File: config.mk
export PLATFORM = sky130hd
export DESIGN_NAME = clk_route_bank
export DESIGN_NICKNAME = d
export VERILOG_FILES = /design/src/rtl/clkbank_pkg.sv /design/src/rtl/clkbank_timer.sv /design/src/rtl/clkbank_slot.sv /design/src/rtl/clk_route_bank.sv
export SDC_FILE = /design/constraint.sdc
export NUM_CORES = 1
export LEC_CHECK = 0
export BUFFER_PORTS_ARGS = -buffer_cell sky130_fd_sc_hd__buf_2
export CAP_MARGIN = 25
export CORE_UTILIZATION = 53
export CTS_CLUSTER_SIZE = 16
export DETAILED_ROUTE_END_ITERATION = 10
export HOLD_SLACK_MARGIN = 0.02
export PLACE_DENSITY = 0.8
export SLEW_MARGIN = 20
export SYNTH_ARGS = -nofsm -noshare
export SYNTH_HDL_FRONTEND = slang
export SYNTH_SLANG_ARGS = --single-unit
File: constraint.sdc
create_clock -name clk -period 2.7 [get_ports clk]
set_clock_uncertainty 0.15 [all_clocks]
set_input_delay 0.54 -clock clk [delete_from_list [all_inputs] [get_ports clk]]
set_output_delay 0.54 -clock clk [all_outputs]
set_load 0.01 [all_outputs]
File: src/rtl/clkbank_pkg.sv
package clkbank_pkg;
  localparam int ADDR_W   = 2;
  localparam logic [ADDR_W-1:0] A_CTRL = 2'd0;
  localparam logic [ADDR_W-1:0] A_STAT = 2'd1;
  localparam logic [ADDR_W-1:0] A_CHAN = 2'd2;
  localparam int GEN_LSB  = 8;
  localparam int EN_BIT   = 16;
  localparam int LOCK_BIT = 17;
endpackage

File: src/rtl/clkbank_timer.sv
module clkbank_timer #(
  parameter int CYC = 3
) (
  input  logic clk,
  input  logic rst,
  input  logic load,
  output logic active
);
  localparam int CW = $clog2(CYC + 1);
  logic [CW-1:0] cnt_q;

  always_ff @(posedge clk) begin
    if (rst)                cnt_q <= '0;
    else if (load)          cnt_q <= CW'(CYC);
    else if (cnt_q != '0)   cnt_q <= cnt_q - 1'b1;
  end

  assign active = (cnt_q != '0);

  // a load always opens a window
  a_r8_load_opens: assert property (@(posedge clk) disable iff (rst)
    load |=> active);
  a_r8_count_bounded: assert property (@(posedge clk) disable iff (rst)
    cnt_q <= CW'(CYC));
endmodule

File: src/rtl/clkbank_slot.sv
module clkbank_slot #(
  parameter int N_GEN = 4,
  localparam int GEN_W = (N_GEN > 1) ? $clog2(N_GEN) : 1
) (
  input  logic             clk,
  input  logic             rst,
  input  logic             clr,
  input  logic             wr_gen,
  input  logic             wr_en,
  input  logic             wr_lock,
  input  logic [GEN_W-1:0] wdata_gen,
  input  logic             wdata_en,
  input  logic [N_GEN-1:0] gen_tick,
  output logic [GEN_W-1:0] gen_q,
  output logic             run_q,
  output logic             lock_q,
  output logic             clk_en_q
);
  logic en_q;

  always_ff @(posedge clk) begin
    if (rst) begin
      gen_q <= '0; en_q <= 1'b0; run_q <= 1'b0; lock_q <= 1'b0; clk_en_q <= 1'b0;
    end else if (clr) begin
      gen_q <= '0; en_q <= 1'b0; run_q <= 1'b0; clk_en_q <= 1'b0;
    end else begin
      if (!lock_q) begin
        if (wr_gen)  gen_q  <= wdata_gen;
        if (wr_en)   en_q   <= wdata_en;
        if (wr_lock) lock_q <= 1'b1;
      end
      if (!lock_q && wr_en && wdata_en) run_q <= 1'b1;
      else if (!en_q && gen_tick[0])    run_q <= 1'b0;
      clk_en_q <= en_q & gen_tick[gen_q];
    end
  end

  a_r3_lock_sticky: assert property (@(posedge clk) disable iff (rst)
    lock_q |=> lock_q);
  a_r3_locked_fields_hold: assert property (@(posedge clk) disable iff (rst)
    (lock_q && !clr) |=> ($stable(gen_q) && $stable(en_q)));
  a_r6_out_only_when_running: assert property (@(posedge clk) disable iff (rst)
    clk_en_q |-> run_q);
  a_r7_stop_needs_default_tick: assert property (@(posedge clk) disable iff (rst)
    $fell(run_q) |-> ($past(gen_tick[0]) || $past(clr)));
endmodule

File: src/rtl/clk_route_bank.sv
module clk_route_bank #(
  parameter int N_CH     = 8,
  parameter int N_GEN    = 4,
  parameter int BUSY_CYC = 3,
  parameter int SRST_CYC = 4
) (
  input  logic                         clk,
  input  logic                         rst,
  input  logic                         bus_wr,
  input  logic [clkbank_pkg::ADDR_W-1:0] bus_addr,
  input  logic [31:0]                  bus_wdata,
  input  logic [3:0]                   bus_be,
  output logic [31:0]                  bus_rdata,
  input  logic [N_GEN-1:0]             gen_tick,
  output logic [N_CH-1:0]              ch_clk_en
);
  import clkbank_pkg::*;
  localparam int CH_W  = (N_CH > 1) ? $clog2(N_CH) : 1;
  localparam int GEN_W = (N_GEN > 1) ? $clog2(N_GEN) : 1;

  logic             srst_active, busy_active;
  logic [CH_W-1:0]  sel_q, target;
  logic             chan_acc, cfg_wr, srst_start;
  logic [GEN_W-1:0] gen_a  [N_CH];
  logic             run_a  [N_CH];
  logic             lock_a [N_CH];

  assign chan_acc   = bus_wr && (bus_addr == A_CHAN) && !srst_active;
  assign cfg_wr     = chan_acc && (bus_be[1] || bus_be[2]);
  assign srst_start = bus_wr && (bus_addr == A_CTRL) && bus_be[0] && bus_wdata[0]
                      && !srst_active;
  assign target     = bus_be[0] ? bus_wdata[CH_W-1:0] : sel_q;

  always_ff @(posedge clk) begin
    if (rst || srst_active)        sel_q <= '0;
    else if (chan_acc && bus_be[0]) sel_q <= bus_wdata[CH_W-1:0];
  end

  clkbank_timer #(.CYC(BUSY_CYC)) i_busy (
    .clk(clk), .rst(rst), .load(cfg_wr), .active(busy_active));
  clkbank_timer #(.CYC(SRST_CYC)) i_srst (
    .clk(clk), .rst(rst), .load(srst_start), .active(srst_active));

  for (genvar i = 0; i < N_CH; i++) begin : g_slot
    logic hit;
    assign hit = cfg_wr && (target == CH_W'(i));
    clkbank_slot #(.N_GEN(N_GEN)) i_slot (
      .clk(clk), .rst(rst), .clr(srst_active),
      .wr_gen(hit && bus_be[1]),
      .wr_en(hit && bus_be[2]),
      .wr_lock(hit && bus_be[2] && bus_wdata[LOCK_BIT]),
      .wdata_gen(bus_wdata[GEN_LSB +: GEN_W]),
      .wdata_en(bus_wdata[EN_BIT]),
      .gen_tick(gen_tick),
      .gen_q(gen_a[i]), .run_q(run_a[i]), .lock_q(lock_a[i]),
      .clk_en_q(ch_clk_en[i]));
  end

  always_ff @(posedge clk) begin
    if (rst) bus_rdata <= '0;
    else begin
      bus_rdata <= '0;
      case (bus_addr)
        A_CTRL: bus_rdata[0] <= srst_active;
        A_STAT: bus_rdata[0] <= busy_active;
        A_CHAN: begin
          bus_rdata[CH_W-1:0]         <= sel_q;
          bus_rdata[GEN_LSB +: GEN_W] <= gen_a[sel_q];
          bus_rdata[EN_BIT]           <= run_a[sel_q];
          bus_rdata[LOCK_BIT]         <= lock_a[sel_q];
        end
        default: ;
      endcase
    end
  end

  a_r8_busy_after_cfg: assert property (@(posedge clk) disable iff (rst)
    cfg_wr |=> busy_active);
  a_r4_srst_silences: assert property (@(posedge clk) disable iff (rst)
    srst_active |=> (ch_clk_en == '0));
  a_r4_srst_clears_sel: assert property (@(posedge clk) disable iff (rst)
    srst_active |=> (sel_q == '0));
endmodule

# Word level (Yosys, flattened, before mapping)
# Cells that the tools add are included.
# classes
n_reduce_logical	116
add_sub_neg	2
bitwise	18
n_lt_le_gt_ge	9
n_eq_ne	9
muxes	63
# ops
operator	n
$logic_and 1x1->1	64
$mux 1	44
$reduce_and 2->1	16
$lt 2x3->1 const B	8
$reduce_bool 2->1	11
$logic_not 1->1	17
$bmux 1 s2	8
$eq 3x3->1 const B	4
$mux 3	3
$not 1->1	9
$and 1x1->1	8
$mux 2	4
$bmux 1 s3	2
$bmux 2 s3	1
$eq 3x2->1 const B	2
$reduce_or 2->1	3
$ge 4x4->1 const B	1
$not 3->4	1
$eq 3x1->1 const B	1
$logic_not 3->1	1
$pmux 1 s3	1
$reduce_bool 3->1	1
$sub 3x1->3 const B	1
$eq 2x1->1 const B	1
4 further kinds	5
# totals
output_inout_bits	40
elab_cells	264
input_bits	45
register_bits	88

# Logic depth before layout (Yosys ltp)
# Gate-level depths: netlist of the first run.
# depth
ltp_word	9
ltp_mapped	8
depth_no_buf	6

# Cells and area by module
# A second synthesis of the first run with hierarchy kept.
# unflattened
hier_cells	369
hier_area_um2	3343.2
# modules_own_cells
mod	seq_area_each_um2	n_inst	cells_per_inst	area_each_um2
clkbank_slot	120.1	8	24	241.5
clk_route_bank	200.2	1	148	1121.1
clkbank_timer at i_srst	60.1	1	18	190.2
clkbank_timer at i_busy	40.0	1	11	100.1

# Worst setup path before layout of the first run
# OpenSTA, ideal clock, no wires.
# synth_timing
path_kind	input-to-reg
start	input port rst
end	register g_slot[1].i_slot.run_q
n_path_buf	1
setup_ps	69
required_ps	2481
t_arrival_ps	1792
slack_ps	689
cell_stages	5
cell_sequence	buf_2 nor3b_4 nand4_4 or4_1 o21ai_1
# synth_via
elab_chain_cells	1
# synth_rtl
element	line	text
from (decl)	clk_route_bank.sv:8	input logic rst,
$reduce_or 2->1 (no source line)	--	
to (signal assigned)	clkbank_slot.sv:23	gen_q <= '0; en_q <= 1'b0; run_q <= 1'b0; lock_q <= 1'b0; clk_en_q <= 1'b0;
to (signal assigned)	clkbank_slot.sv:25	gen_q <= '0; en_q <= 1'b0; run_q <= 1'b0; clk_en_q <= 1'b0;
to (signal assigned)	clkbank_slot.sv:32	if (!lock_q && wr_en && wdata_en) run_q <= 1'b1;
to (decl)	clkbank_slot.sv:15	output logic run_q,
# No other way between the ends.
# A chain may end at the register's enable or synchronous reset.

# Worst setup path after layout of the first run
# layout_timing
start	register i_srst.cnt_q[0]
end	register g_slot[7].i_slot.en_q
# layout_via
elab_chain_cells	7
word_cells_on_any_way	8
cone_classes	reduce/logical: 8
# layout_rtl
element	line	text
from (decl)	clkbank_timer.sv:10	logic [CW-1:0] cnt_q;
from (signal assigned)	clkbank_timer.sv:14	else if (load) cnt_q <= CW'(CYC);
from (signal assigned)	clkbank_timer.sv:15	else if (cnt_q != '0) cnt_q <= cnt_q - 1'b1;
$reduce_bool 3->1 (*)	clkbank_timer.sv:18	assign active = (cnt_q != '0);
$logic_not 1->1	clk_route_bank.sv:28	assign chan_acc = bus_wr && (bus_addr == A_CHAN) && !srst_active;
$logic_and 1x1->1	clk_route_bank.sv:28	
$logic_and 1x1->1	clk_route_bank.sv:29	assign cfg_wr = chan_acc && (bus_be[1] || bus_be[2]);
$logic_and 1x1->1	clk_route_bank.sv:46	assign hit = cfg_wr && (target == CH_W'(i));
$logic_and 1x1->1	clk_route_bank.sv:50	.wr_en(hit && bus_be[2]),
$reduce_and 2->1 (no source line)	--	
to (signal assigned)	clkbank_slot.sv:29	if (wr_en) en_q <= wdata_en;
to (decl)	clkbank_slot.sv:19	logic en_q;
# Every way passes the cells marked *; elsewhere a longest branch is shown, timed or not.

==> results.toml, run 1 <==
[route]
drt_pass1_iterations = 5
drt.antenna.violating_nets = 0
wl_per_cell_um = 16.1
drt_iter0_drc = 222
drt_wl_total_um = 6970
via_per_inst = 5.72
drc = 0
dr_total_vias = 2472

[sta]
period_needed_ns = 2.25
grt_setup_unrepaired = "no"
maxSlewViolCount = 0
fin_tns_setup_ns = 0
tightest_slew_ns = 0.638
post-route-period-util_pct = 83.2
setup_viol = 0
max_freq_ghz = 0.445
relSlewSlack_pct = 57.4
hold_violations = 0

[logic_synthesis]
synth-simple-area-share_pct = 19.7
synthArstFlopShare_pct = 0
synth-compound-area-share_pct = 8.40
synth_top_area_cell = "dfxtp_1"
synth_top_family_by_area = "multiplexers"
synthDistinctLibCells = 52
synth_cells = 324
synth_common_cells = "dfxtp_1, nand2_1, buf_4"
synth_most_common_cell = "dfxtp_1"
ys_ff_latch = 63
synth_area_per_cell_um2 = 9.92
synthMuxAreaShare_pct = 19.8
synth.top_cell.area_share_pct = 39.2
ys.flop_type = "dfxtp_1"
syn-cell-area_mm2 = 0.00322
netlist_top_cells_area = "dfxtp_1, mux4_2, buf_4"
yosys.area_share.adder_pct = 1.17
seq_area_frac_synth_pct = 39.2
synth_edf_count = 0
synth-xor-area-share_pct = 0.545
yosysWarnings = 0

[setup_path]
path_delay_family = "simple AND/OR/NAND/NOR gates"
crit_type = "flop to flop"
cpMaxStageDelayCell = "and4b_1"
crit_buf_inv = 1
max_stage_delay_ns = 0.56
crit_chain = "inv_1 -> ha_1 -> and3b_1 -> and4b_1 -> nor4b_1 -> o22ai_1"
crit_path_end_kind = "flop"
worstPathMaxFanout = 16
cp-start-kind = "flop"
cp.arrival_ns = 2.33
required_ns = 2.78

[power]
p_leak_nw = 1.46
vdd_drop_max_uv = 490
power.total_w = 0.00247
power.density_mw_per_mm2 = 697

[place]
place_area_mm2 = 0.00330
place_hpwl_um = 5070
numPortBuffers = 33
gp_congestion = 0.828
place_inst = 416

[clock_tree]
cts_resized = 0
h-tree-depth = 3
clock_latency_ns = 0.36
cts_inserted_buffers = 9
cts.clk_slew.worst_paths_ns = 0.07
cts-hold-fix-buffers = 0
clock_sink_count = 63
postCtsSetupRepairBufs = 0
cts_root_buffer = "clkbuf_8"
cts_tree = "yes"
clockBufferDepth = 2

[finish]
area_growth_pct = 10.2
insertedDiodeCount = 0
drive_gt1_share_pct = 23.5
final_area_mm2 = 0.00354
fin_cells = 432
final_core_util_pct = 60.2
num-nets-final = 400
multi_input_area_mm2 = 0.00169
seqCellArea_mm2 = 0.00126
fillers = 507

[worst_hold_path]
hold_class = "input pin to flop"

[global_route]
first_global_vias = 2285
track_usage_pct = 24.1
grt_max_degree = 19
antenna_found_initial = 0
grt-ovfl-total = 0
grt_pass1_wl_um = 11200

[die]
fp-row-count = 28
die_x_um = 79.9
start_util_pct = 54.6
fp.dieArea_mm2 = 0.00638
core_area_mm2 = 0.00589
boundaryPins = 85
die_h_um = 79.9

[flow_run]
maxCapViolations = 0

[run_status]
status = "complete, no violations"
==> layout make-up <==
| type | instances | area share [%] |
|---|---|---|
| Clock inverter | 6 | 3.04 |
| Tap cell | 75 | 2.65 |
| Sequential cell | 63 | 35.6 |
| Multi-Input combinational cell | 229 | 47.7 |
| Clock buffer | 10 | 3.88 |
| Inverter | 9 | 0.953 |
| Timing Repair Buffer | 40 | 6.14 |
==> metrics by stage <==
| step | worst slack, ns | hold WS [ns] |
|---|---|---|
| after detailed placement | 0.387 | 0.327 |
| after global placement | 0.430 | 0.310 |
| final | 0.454 | 0.304 |
| after floorplan | 0.689 | 0.291 |
| after global routing | 0.327 | 0.310 |
| after CTS | 0.489 | 0.296 |
==> sequential cells by signal (all words and copies together) (netlist names) <==
name / count
g_slot.i_slot.lock_q: 8
g_slot.i_slot.gen_q: 16
g_slot.i_slot.run_q: 8
i_srst.cnt_q: 3
bus_rdata: 7
g_slot.i_slot.clk_en_q: 8
g_slot.i_slot.en_q: 8
sel_q: 3
i_busy.cnt_q: 2
==> placed cells by master (no fill, tap or decap), types with 5 or more instances in the layout <==
cell / synthesis / layout
a21oi_1: 7 / 7
a31oi_1: 8 / 8
and3_1: 8 / 8
buf_2: 6 / 33
buf_4: 34 / 7
clkbuf_8: 0 / 10
conb_1: 1 / 25
dfxtp_1: 63 / 63
inv_1: 8 / 8
mux2i_1: 19 / 19
mux4_2: 16 / 16
nand2_1: 41 / 41
nand4b_1: 5 / 5
nor2_1: 18 / 18
o21ai_0: 11 / 11
o22ai_1: 10 / 10
==> power by group <==
group          leakage, nW  switching, W  total, W  internal (W)
Sequential           0.509     0.0000266  0.000992      0.000965
Combinational        0.825      0.000292  0.000470      0.000178
Clock                0.122      0.000374   0.00101      0.000634
==> path summary, 6_finish.rpt <==
kind                        start                     to  slack, ns  cells after the start
setup reg to reg  i_srst.cnt_q[0]  g_slot[7].i_slot.en_q       0.45                      6
hold reg to reg          sel_q[1]               sel_q[1]       0.33                      2
hold / removal       bus_wdata[1]               sel_q[1]       0.30                      3
setup / recovery  i_srst.cnt_q[0]  g_slot[7].i_slot.en_q       0.45                      6
==> cell families after synthesis <==
| group | count (synthesis) |
|---|---|
| adder cells (fa/ha/maj) | 3 |
| multiplexers | 41 |
| flip-flops | 63 |
| AO/OA/AOI/OAI | 46 |
| XOR/XNOR | 2 |
| buffers and inverters | 56 |
| other | 1 |
| AND/OR/NAND/NOR | 112 |
==> tightest hold or removal path: stages <==
cell and delay (ns):
buf_2 0.12, nand2_1 0.05, a21oi_1 0.05
==> layer usage <==
| layer | wire length [um] | up-vias | GRT usage (%) | share of wire (%) |
|---|---|---|---|---|
| li1 | - | 1179 | - | - |
| met1 | 2870 | 1140 | 29.8 | 41 |
| met2 | 3320 | 135 | 38.0 | 48 |
| met3 | 648 | 18 | 7.09 | 9.3 |
| met4 | 144 | 0 | 12.0 | 2.1 |
| met5 | 0 | - | 0 | 0 |
No activity file was read; power rests on OpenSTA's default activity.
==> run 2, diff against run 1 <==
Settings changed: ABC_AREA set to 1, CORE_UTILIZATION 53 to 49, PLACE_DENSITY 0.8 to 0.77.
Clock period 2.7 ns to 1.9 ns, I/O delays scaled along.
==> run 2 against run 1 <==
Compared with the run above: critical path type unchanged; critical path depth increased by 3; setup slack lost 0.35 ns; largest power group is now registers; total power up 45%.
==> results.toml, run 2 <==
[run_status]
status = "complete, no violations"

[die]
boundaryPins = 85
die_x_um = 87.5
die_h_um = 87.5
fp-row-count = 30
start_util_pct = 51.8
fp.dieArea_mm2 = 0.00765
core_area_mm2 = 0.00691

[finish]
drive_gt1_share_pct = 19.5
fin_cells = 619
final_core_util_pct = 57.4
area_growth_pct = 10.8
insertedDiodeCount = 0
largest_reg_flops = 16
regMostFlops = "g_slot.i_slot.gen_q"
num-nets-final = 566
layout_common_cells = "nand2_1, nor2_1, dfxtp_1"
fillers = 672
multi_input_area_mm2 = 0.00188
final_common_cell = "nand2_1"
seqCellArea_mm2 = 0.00126

[clock_tree]
clock_latency_ns = 0.35
h-tree-depth = 3
clock_sink_count = 63
cts_root_buffer = "clkbuf_8"
cts.clk_slew.worst_paths_ns = 0.08
cts_tree = "yes"
cts-hold-fix-buffers = 0
cts_inserted_buffers = 9
clockBufferDepth = 2

[setup_path]
r2r_setup_slack_ns = 0.11
crit_path_end_kind = "flop"
required_ns = 2.00
crit_type = "flop to flop"
cp.arrival_ns = 1.90
cp-start-kind = "flop"
worstPathMaxFanout = 7

[global_route]
grt-busiest-layer = "met2"
track_usage_pct = 23.8
use_met2_pct = 40.1
grt_max_degree = 25
antenna_found_initial = 0
gr-usage-met3_pct = 3.98
grt-ovfl-total = 0
met1_usage_pct = 29.4
grt_pass1_wl_um = 13600
first_global_vias = 2947

[power]
power.net_switching_w = 0.00113
p_leak_nw = 1.83
sequentialPowerShare_pct = 39.3
clkPwrFrac_pct = 38.1
p_int_w = 0.00245
power.total_w = 0.00359
vdd_drop_max_uv = 452
power.density_mw_per_mm2 = 905
power_frac_comb_pct = 22.7
switching_share_pct = 31.6

[logic_synthesis]
synth_most_common_cell = "nand2_1"
yosysWarnings = 0
seq_area_frac_synth_pct = 35.2
synth_top_area_cell = "dfxtp_1"
synth_edf_count = 0
synthDistinctLibCells = 39
synthArstFlopShare_pct = 0
synth.top_cell.area_share_pct = 35.2
ys_ff_latch = 63
syn-cell-area_mm2 = 0.00358
netlist_top_cells_area = "dfxtp_1, nand2_1, buf_4"
synth_common_cells = "nand2_1, nor2_1, dfxtp_1"
ys.flop_type = "dfxtp_1"
synth_cells = 486
synth_area_per_cell_um2 = 7.37

[place]
gp_congestion = 0.849
place_hpwl_um = 6150
place_inst = 602
numPortBuffers = 33
dpl_worst_slack_ns = 0.0890

[sta]
grt_setup_unrepaired = "yes"
max_freq_ghz = 0.558
post-route-period-util_pct = 94.4
maxSlewViolCount = 0
setup_slack_ns = 0.107
fin_tns_setup_ns = 0
hold_violations = 0
setup_viol = 0
period_needed_ns = 1.79

[worst_hold_path]
hold_class = "input pin to flop"

[route]
wl_per_cell_um = 13.7
drt_pass1_iterations = 4
dr_total_vias = 3187
drt_wl_total_um = 8490
drt_iter0_drc = 156
via_per_inst = 5.15
drt.antenna.violating_nets = 0
drc = 0

[flow_run]
maxCapViolations = 0
-- run 2: changes by cell type after synthesis, sizes merged, moves of 14 or more --
cell and change:
mux2i -22, nand4 +14, nand2 +54, mux4 -16, nor2 +56, inv +44
nand3 +27, o21ai +22, a21oi +31
-- run 2: worst max-delay path: stages (launching register included) --
cell	delay, ns
dfxtp_1	0.30
inv_1	0.11
ha_2	0.25
nand3_2	0.14
nor2_4	0.19
nand2_4	0.16
nor2_8	0.20
nand3_1	0.09
nand2_1	0.06
nand2_1	0.04
-- run 2: path summary, 6_finish.rpt --
check,from,end,depth (start not counted)
setup reg to reg,i_srst.cnt_q[0],g_slot[4].i_slot.en_q,9
hold reg to reg,g_slot[7].i_slot.en_q,g_slot[7].i_slot.clk_en_q,2
setup / recovery,i_srst.cnt_q[0],g_slot[4].i_slot.en_q,9
hold / removal,bus_addr[0],bus_rdata[0],4
-- run 2: layout make-up --
cell class / instances / share of cell area, %
inverter: 54 / 5.24
timing repair buffer: 44 / 6.56
tap: 96 / 3.03
multi-input combinational: 346 / 47.5
sequential: 63 / 31.8
clock inverter: 5 / 2.02
clock buffer: 11 / 3.82
-- run 2: power by group through the flow --
stage          logic (W)  clock network (W)  registers (W)
4_1_cts         0.000800            0.00138        0.00141
3_3_place_gp    0.000764                  0        0.00143
2_1_floorplan   0.000626                  0        0.00143
3_5_place_dp    0.000797                  0        0.00144
5_1_grt         0.000908            0.00143        0.00141
6_report        0.000813            0.00137        0.00141
-- run 2: per-stage QoR --
step,cell area (um^2),hold WS [ns]
floorplan,3670,0.285
global placement,3720,0.293
detailed placement,3720,0.319
CTS,3960,0.158
global route,3970,0.208
finish,3970,0.165
-- run 2: layer usage --
metal	vias to the layer above	share of wire, %	routed length, um
li1	1593	-	-
met1	1492	45	3800
met2	88	48	4100
met3	14	4.7	398
met4	0	2.1	182
met5	-	0	0
-- run 2: cells by family (layout without fill, tap and decap cells) --
| group | count (synthesis) | after routing | synth area share, % |
|---|---|---|---|
| compound gates | 99 | 99 | 15.7 |
| xor+xnor | 2 | 2 | 0.489 |
| fa+ha+maj | 3 | 3 | 1.05 |
| buf+inv | 101 | 114 | 14.7 |
| flops | 63 | 63 | 35.2 |
| other cells | 1 | 25 | 0.105 |
| simple gates | 217 | 217 | 32.8 |
-- run 2: timing repair --
action / CTS / global route
endpoints found under the hold margin: 0 / 0
setup buffers: 0 / 1
gates resized for setup: 0 / 1
setup endpoints to repair: 0 / 16
